--- src/rtl/cbt_pkg.sv ---
package cbt_pkg;
  localparam int DIV_W_DEF = 6;
  localparam int CNT_W_DEF = 6;

  typedef enum logic [1:0] {
    BST_IDLE   = 2'd0,
    BST_RUN    = 2'd1,
    BST_MANUAL = 2'd2
  } boost_state_e;
endpackage

--- src/rtl/cbt_divider.sv ---
module cbt_divider #(
  parameter int DIV_W = cbt_pkg::DIV_W_DEF
) (
  input  logic             clk,
  input  logic             rst,
  input  logic [DIV_W-1:0] div_val,
  output logic             tick
);
  logic [DIV_W-1:0] cnt_q;
  logic [DIV_W-1:0] eff_div;
  logic             wrap;

  // values 0 and 1 both select divide-by-1
  assign eff_div = (div_val < DIV_W'(2)) ? DIV_W'(1) : div_val;
  // >= also covers a divider value lowered while the count is past it
  assign wrap    = (cnt_q >= eff_div - DIV_W'(1));

  always_ff @(posedge clk) begin
    if (rst) begin
      cnt_q <= '0;
      tick  <= 1'b0;
    end else if (wrap) begin
      cnt_q <= '0;
      tick  <= 1'b1;
    end else begin
      cnt_q <= cnt_q + DIV_W'(1);
      tick  <= 1'b0;
    end
  end


  tick_width_chk: assert property (@(posedge clk) disable iff (rst)
    (tick && eff_div > DIV_W'(1) && $stable(div_val)) |=> (!tick || !$stable(div_val)));


  cnt_range_chk: assert property (@(posedge clk) disable iff (rst)
    $stable(div_val) |-> (cnt_q < eff_div));
endmodule

--- src/rtl/cbt_timer.sv ---
module cbt_timer #(
  parameter int CNT_W = cbt_pkg::CNT_W_DEF
) (
  input  logic             clk,
  input  logic             rst,
  input  logic             tick,
  input  logic [CNT_W-1:0] count,
  input  logic             manual,
  input  logic             start,
  output logic             boost,
  output logic             done
);
  import cbt_pkg::*;

  boost_state_e     state_q;
  logic [CNT_W-1:0] remain_q;
  logic             manual_mode;

  assign manual_mode = (count == '0);

  always_ff @(posedge clk) begin
    if (rst) begin
      state_q  <= BST_IDLE;
      remain_q <= '0;
      boost    <= 1'b0;
      done     <= 1'b0;
    end else begin
      done <= 1'b0;
      if (manual_mode) begin
        state_q  <= BST_MANUAL;
        remain_q <= '0;
        boost    <= manual;
      end else begin
        case (state_q)
          BST_RUN: begin
            if (start) begin
              remain_q <= count;
              boost    <= 1'b1;
            end else if (tick) begin
              if (remain_q == CNT_W'(1)) begin
                state_q  <= BST_IDLE;
                remain_q <= '0;
                boost    <= 1'b0;
                done     <= 1'b1;
              end else begin
                remain_q <= remain_q - CNT_W'(1);
              end
            end
          end
          default: begin
            if (start) begin
              state_q  <= BST_RUN;
              remain_q <= count;
              boost    <= 1'b1;
            end else begin
              state_q  <= BST_IDLE;
              boost    <= 1'b0;
            end
          end
        endcase
      end
    end
  end


  boost_rise_chk: assert property (@(posedge clk) disable iff (rst)
    (start && !manual_mode) |=> boost);


  done_fall_chk: assert property (@(posedge clk) disable iff (rst)
    done |-> $fell(boost));


  done_single_chk: assert property (@(posedge clk) disable iff (rst)
    done |=> !done);


  manual_follow_chk: assert property (@(posedge clk) disable iff (rst)
    manual_mode |=> (boost == $past(manual) && !done));


  remain_live_chk: assert property (@(posedge clk) disable iff (rst)
    (state_q == BST_RUN) |-> (remain_q != '0 && boost));
endmodule

--- src/rtl/cal_boost_timer.sv ---
module cal_boost_timer #(
  parameter int DIV_W = cbt_pkg::DIV_W_DEF,
  parameter int CNT_W = cbt_pkg::CNT_W_DEF
) (
  input  logic             clk,
  input  logic             rst,
  input  logic [DIV_W-1:0] cal_div_value,
  input  logic [CNT_W-1:0] boost_count,
  input  logic             manual_boost,
  input  logic             start,
  output logic             cal_tick,
  output logic             boost,
  output logic             boost_done
);
  logic tick_w;

  cbt_divider #(.DIV_W(DIV_W)) u_div (
    .clk     (clk),
    .rst     (rst),
    .div_val (cal_div_value),
    .tick    (tick_w)
  );

  cbt_timer #(.CNT_W(CNT_W)) u_tmr (
    .clk    (clk),
    .rst    (rst),
    .tick   (tick_w),
    .count  (boost_count),
    .manual (manual_boost),
    .start  (start),
    .boost  (boost),
    .done   (boost_done)
  );

  assign cal_tick = tick_w;


  reset_quiet_chk: assert property (@(posedge clk)
    $past(rst) |-> (!cal_tick && !boost && !boost_done));
endmodule

--- config.mk ---
export PLATFORM = sky130hd
export DESIGN_NAME = cal_boost_timer
export DESIGN_NICKNAME = d
export VERILOG_FILES = /design/src/rtl/cbt_pkg.sv /design/src/rtl/cbt_divider.sv /design/src/rtl/cbt_timer.sv /design/src/rtl/cal_boost_timer.sv
export SDC_FILE = /design/constraint.sdc
export NUM_CORES = 1
export LEC_CHECK = 0
export BUFFER_PORTS_ARGS = -buffer_cell sky130_fd_sc_hd__buf_2
export CAP_MARGIN = 20
export CELL_PAD_IN_SITES_DETAIL_PLACEMENT = 1
export CELL_PAD_IN_SITES_GLOBAL_PLACEMENT = 2
export CORE_MARGIN = 2
export CORE_UTILIZATION = 29
export CTS_BUF_LIST = sky130_fd_sc_hd__clkbuf_4
export CTS_CLUSTER_SIZE = 20
export DETAILED_ROUTE_END_ITERATION = 12
export HOLD_SLACK_MARGIN = 0.03
export PLACE_DENSITY_LB_ADDON = 0.25
export SLEW_MARGIN = 20
export SYNTH_ARGS = -nofsm -noshare
export SYNTH_HDL_FRONTEND = slang
export SYNTH_SLANG_ARGS = --single-unit
--- constraint.sdc ---
create_clock -name clk -period 1.9 [get_ports clk]
set_input_delay 0.19 -clock clk [delete_from_list [all_inputs] [get_ports clk]]
set_output_delay 0.19 -clock clk [all_outputs]
set_load 0.1 [all_outputs]
# [Word-level counts from Yosys, hierarchy flattened]
# Index checks and enable logic that the tools add are counted.
# Widths: inputs -> output; s select.
[totals] ram_bits=0 latch_bits=0 n_memories=0 romBits=0 reg_bits=17 elab_cells=54 output_inout_bits=3 inputBits=16
[classes] reduce_logical=10 bitwise=2 n_div=0 eq_ne=10 addsub=3 n_shift=0 n_lt_le_gt_ge=2 n_mul=0 mux=20
[ops] cell="$mux 6" count=6
[ops] cell="$sub 6x1->6 const B" count=2
[ops] cell="$mux 2" count=5
[ops] cell="$mux 1" count=9
[ops] cell="$add 6x1->6 const B" count=1
[ops] cell="$eq 6x1->1 const B" count=1
[ops] cell="$ge 6x6->1" count=1
[ops] cell="$logic_not 6->1" count=1
[ops] cell="$lt 6x2->1 const B" count=1
[ops] cell="$ne 3x2->1 const B" count=2
[ops] cell="$reduce_and 3->1" count=2
[ops] cell="$reduce_or 5->1" count=1
[ops] cell="$ne 2x2->1 const B" count=2
[ops] cell="$ne 4x2->1 const B" count=1
[ops] cell="$ne 4x3->1 const B" count=1
[ops] cell="$reduce_and 2->1" count=2
[ops] cell="$reduce_bool 2->1" count=2
[ops] cell="$reduce_or 2->1" count=2
[ops] cell="$ne 3x1->1 const B" count=1
[ops] cell="$eq 2x1->1 const B" count=1
[ops] cell="$ne 2x1->1 const B" count=1
[ops] cell="$not 1->1" count=2

# [Logic depth before layout (Yosys ltp)]
[logic_depth] ltp_word=6 ltp_mapped=9 depth_no_buf=9

# [Modules after synthesis]
# From an unflattened synthesis, not the netlist that was laid out.
[unflattened] hier_cells=125 area_unflattened_um2=1101.1
[by_module_without_submodules] mod="cbt_timer" cells_each=75 area_per_inst_um2=645.6 seq_area_each_um2=200.2 instances=1
[by_module_without_submodules] mod="cbt_divider" cells_each=50 area_per_inst_um2=455.4 seq_area_each_um2=140.1 instances=1

# [Worst setup path after synthesis]
# OpenSTA, ideal clock, no wires.
[synth_timing] path_type="in2reg" startpoint="input port cal_div_value[4]" endpoint="register u_div.tick" n_path_buf=0 setup_time_ps=114 cell_stages=9 arrival_ps=1900 required_ps=1786 setup_slack_ps=-114 path_cell_list="or4_4 > nor2_1 > nor4_1 > xnor2_1 > ha_1 > a21oi_1 > o21ai_0 > a21o_2 > and2b_1"
[synth_between] elab_chain_cells=5
[synth_rtl] item="from (decl)" line_no="cal_boost_timer.sv:7" source="input logic [DIV_W-1:0] cal_div_value,"
[synth_rtl] item="$lt 6x2->1" line_no="cbt_divider.sv:14" source="assign eff_div = (div_val < DIV_W'(2)) ? DIV_W'(1) : div_val;"
[synth_rtl] item="$mux 6 *" line_no="cbt_divider.sv:14"
[synth_rtl] item="$sub 6x1->6 *" line_no="cbt_divider.sv:16" source="assign wrap = (cnt_q >= eff_div - DIV_W'(1));"
[synth_rtl] item="$ge 6x6->1 *" line_no="cbt_divider.sv:16"
[synth_rtl] item="$mux 1 *" line_no="cbt_divider.sv:22" source="end else if (wrap) begin"
[synth_rtl] item="to (signal assigned)" line_no="cbt_divider.sv:21" source="tick <= 1'b0;"
[synth_rtl] item="to (signal assigned)" line_no="cbt_divider.sv:24" source="tick <= 1'b1;"
[synth_rtl] item="to (signal assigned)" line_no="cbt_divider.sv:27" source="tick <= 1'b0;"
[synth_rtl] item="to (decl)" line_no="cbt_divider.sv:7" source="output logic tick"
# Mark *: on every way between the ends. The rest lies on a longest branch, timed or not.
# A chain may end at the register's enable or synchronous reset.

# [Worst setup path after layout]
# Ends and elaborated chain as after synthesis.

==> results.yml <==
sta:
  relSlewSlack: 0.676
  finalSetupViolCount: 1
  fin_crit_sh: 1.00
  timing.hold.ws_ns: 0.155
  tns_ns: -0.00226
  fmax_mhz: 526
  drv_slew: 0
  rsz0062_at_grt: "true"
  final-hold-violation-count: 0
  worst_pin_slew_ns: 0.485
  fin_worst_skew_ns: 0.00381
  fin_ws_ns: -0.00226
  post-route-min-period_ns: 1.90
critical_path:
  arrival_ns: 2.10
  worst_setup_path_start_kind: "input pin"
  cp_slowest_cell: "or4_4"
  r2r-start: "u_tmr.remain_q[2]"
  worstPathCellList: "buf_6, or4_4, nor2_4, nor4_4, xnor2_1, ha_1, a21oi_2, o21ai_1, a21o_2, and2b_1"
  critPathRequiredTime_ns: 2.10
  critPathKind: "in2reg"
  path_max_fanout: 7
  worst-path-buf-inv: 1
  r2r_end: "u_tmr.remain_q[0]"
  cp-end-kind: "flip-flop"
  reg2reg_depth: 4
  r2r_slack_ns: 0.48
  max_stage_delay_ns: 0.56
  crit_family: "simple AND/OR/NAND/NOR gates"
global_route:
  grt_pass1_wl_um: 4270
  grt_max_degree: 11
  antenna_found_initial: 0
  grt-ovfl-total: 0
  grt_pass1_vias: 930
  grt_use_total: 0.156
detailed_routing:
  postRouteAntennaNets: 0
  dr_total_vias: 919
  drcViolationCount: 0
  first_pass_iters: 4
  avgViaCountPerCell: 5.02
  routedWlPerCell_um: 13.6
  drt_iter0_drc: 14
  wirelength_um: 2490
floorplanning:
  die_y_um: 61.8
  dieWidth_um: 61.8
  num_rows: 20
  core_area_um2: 3130
  num_io_pins: 19
  start_util: 0.310
  die-area_um2: 3820
finish:
  fin_util: 0.388
  fillers: 380
  fin_nets: 164
  design_area_um2: 1210
  ff_latch_area_um2: 340
  num_antenna_cells: 0
  fin_cells: 183
  area_growth_pct: 25.2
  final_cell_mix: "17 x dfxtp_1, 16 x buf_2, 9 x nor2_1"
  multi_input_area_um2: 643
  final_common_cell: "dfxtp_1"
  drive_gt1_frac: 0.252
logic_synthesis:
  synth-seq-cells: 17
  synth-seq-area-share: 0.351
  synth_cells: 116
  synthFlopType: "dfxtp_1"
  async_flop_share: 0
  synth_edf_count: 0
  synth_area_um2: 970
  syn-num-nets: 140
  syn_avg_cell_area_um2: 8.36
  ys_types: 34
  yosysWarnings: 0
job:
  maxCapViolCount: 0
cts:
  post-cts-setup-buffers: 0
  clockBufferDepth: 2
  ctsHoldBuffers: 0
  cts_root_buffer: "clkbuf_4"
  clock_latency_ns: 0.29
  cts_max_level: 1
  clock_sinks: 17
  cts_tree: "yes"
  numCtsBuffers: 3
  path_clk_slew_ns: 0.11
min_path:
  hold_class: "in2reg"
  hold_depth: 3
  min_to: "u_tmr.remain_q[0]"
  worstHoldStart: "boost_count[0]"
pwr:
  p_leak_nw: 0.487
  p_per_area_nw_per_um2: 625
  finalPower_uw: 758
  vdd_drop_max_v: 0.000289
outcome:
  status: "complete, but fails checks"
  violations: "negative setup slack"
placed_design:
  placed_cell_area_um2: 1150
  dp_cells: 179
  dpl_worst_slack_ns: -0.291
  place.gp.congestion: 0.753
  dp_hpwl_um: 2000
  io_buffers: 18
synthesized netlist by cell type, types with 2 or more instances:
cell	count	area share
dfxtp_1	17	0.35
nor2_1	10	0.039
nor3_1	9	0.046
a21oi_1	8	0.041
ha_1	8	0.10
nand2_1	8	0.031
nand3_1	6	0.031
inv_1	4	0.015
xnor2_1	4	0.036
nand3b_1	3	0.023
nor2b_1	3	0.019
nor4_1	3	0.019
o21ai_0	3	0.015
or3_1	3	0.019
xor2_1	3	0.027
a211oi_1	2	0.015
a31oi_1	2	0.013
clkbuf_1	2	0.0077
nand2b_1	2	0.013
nor3b_1	2	0.015
report_power, final:
group | leakage [nW] | internal, mW | switching (mW) | total [mW]
Sequential | 0.139 | 0.376 | 0.0159 | 0.392
Combinational | 0.329 | 0.0706 | 0.0952 | 0.166
Clock | 0.0177 | 0.0783 | 0.123 | 0.201
worst max path at each step:
stage                startpoint        endpoint  slack, ns  depth (start not counted)
4_1_cts        cal_div_value[4]  u_div.cnt_q[5]       0.03                         10
2_1_floorplan  cal_div_value[4]      u_div.tick      -0.07                          9
3_5_place_dp   cal_div_value[4]      u_div.tick      -0.29                         10
6_report       cal_div_value[4]      u_div.tick     -0.002                         10
3_3_place_gp   cal_div_value[4]      u_div.tick      -0.28                         10
5_1_grt        cal_div_value[4]      u_div.tick      -0.09                         10
logic make-up after synthesis:
group,synth area share
buf+inv,0.0284
mux,0.0103
fa+ha+maj,0.103
flops,0.351
compound gates,0.152
xor+xnor,0.0632
simple gates,0.292
layout make-up:
type	count	share of cell area
flip-flops and latches	17	0.280
inverters	4	0.0124
clock buffers	3	0.0186
multi-input cells	92	0.530
well taps	44	0.0454
clock inverters	1	0.00412
repair buffers	22	0.109
tightest hold or removal path: cells and delay by family:
family | cells | cell delay [ns]
AO/OA/AOI/OAI | 1 | 0.05
buffers and inverters | 1 | 0.10
AND/OR/NAND/NOR | 1 | 0.06
sequential cells by signal, summed over array words and instances, names as in the netlist:
register,cells
u_div.cnt_q,6
u_div.tick,1
u_tmr.boost,1
u_tmr.done,1
u_tmr.remain_q,6
u_tmr.state_q,2
routing by layer:
layer / track usage / wire length, µm / up-vias
met4: 0.0638 / 24 / 0
met3: 0.0352 / 102 / 2
li1: - / - / 465
met1: 0.219 / 1310 / 435
met5: 0 / 0 / -
met2: 0.230 / 1050 / 17
timing repair:
action / CTS / global route
resized for setup: 0 / 6
setup endpoints to repair: 0 / 7
hold endpoints to repair: 0 / 0
Power figures use the tool's default switching activity.
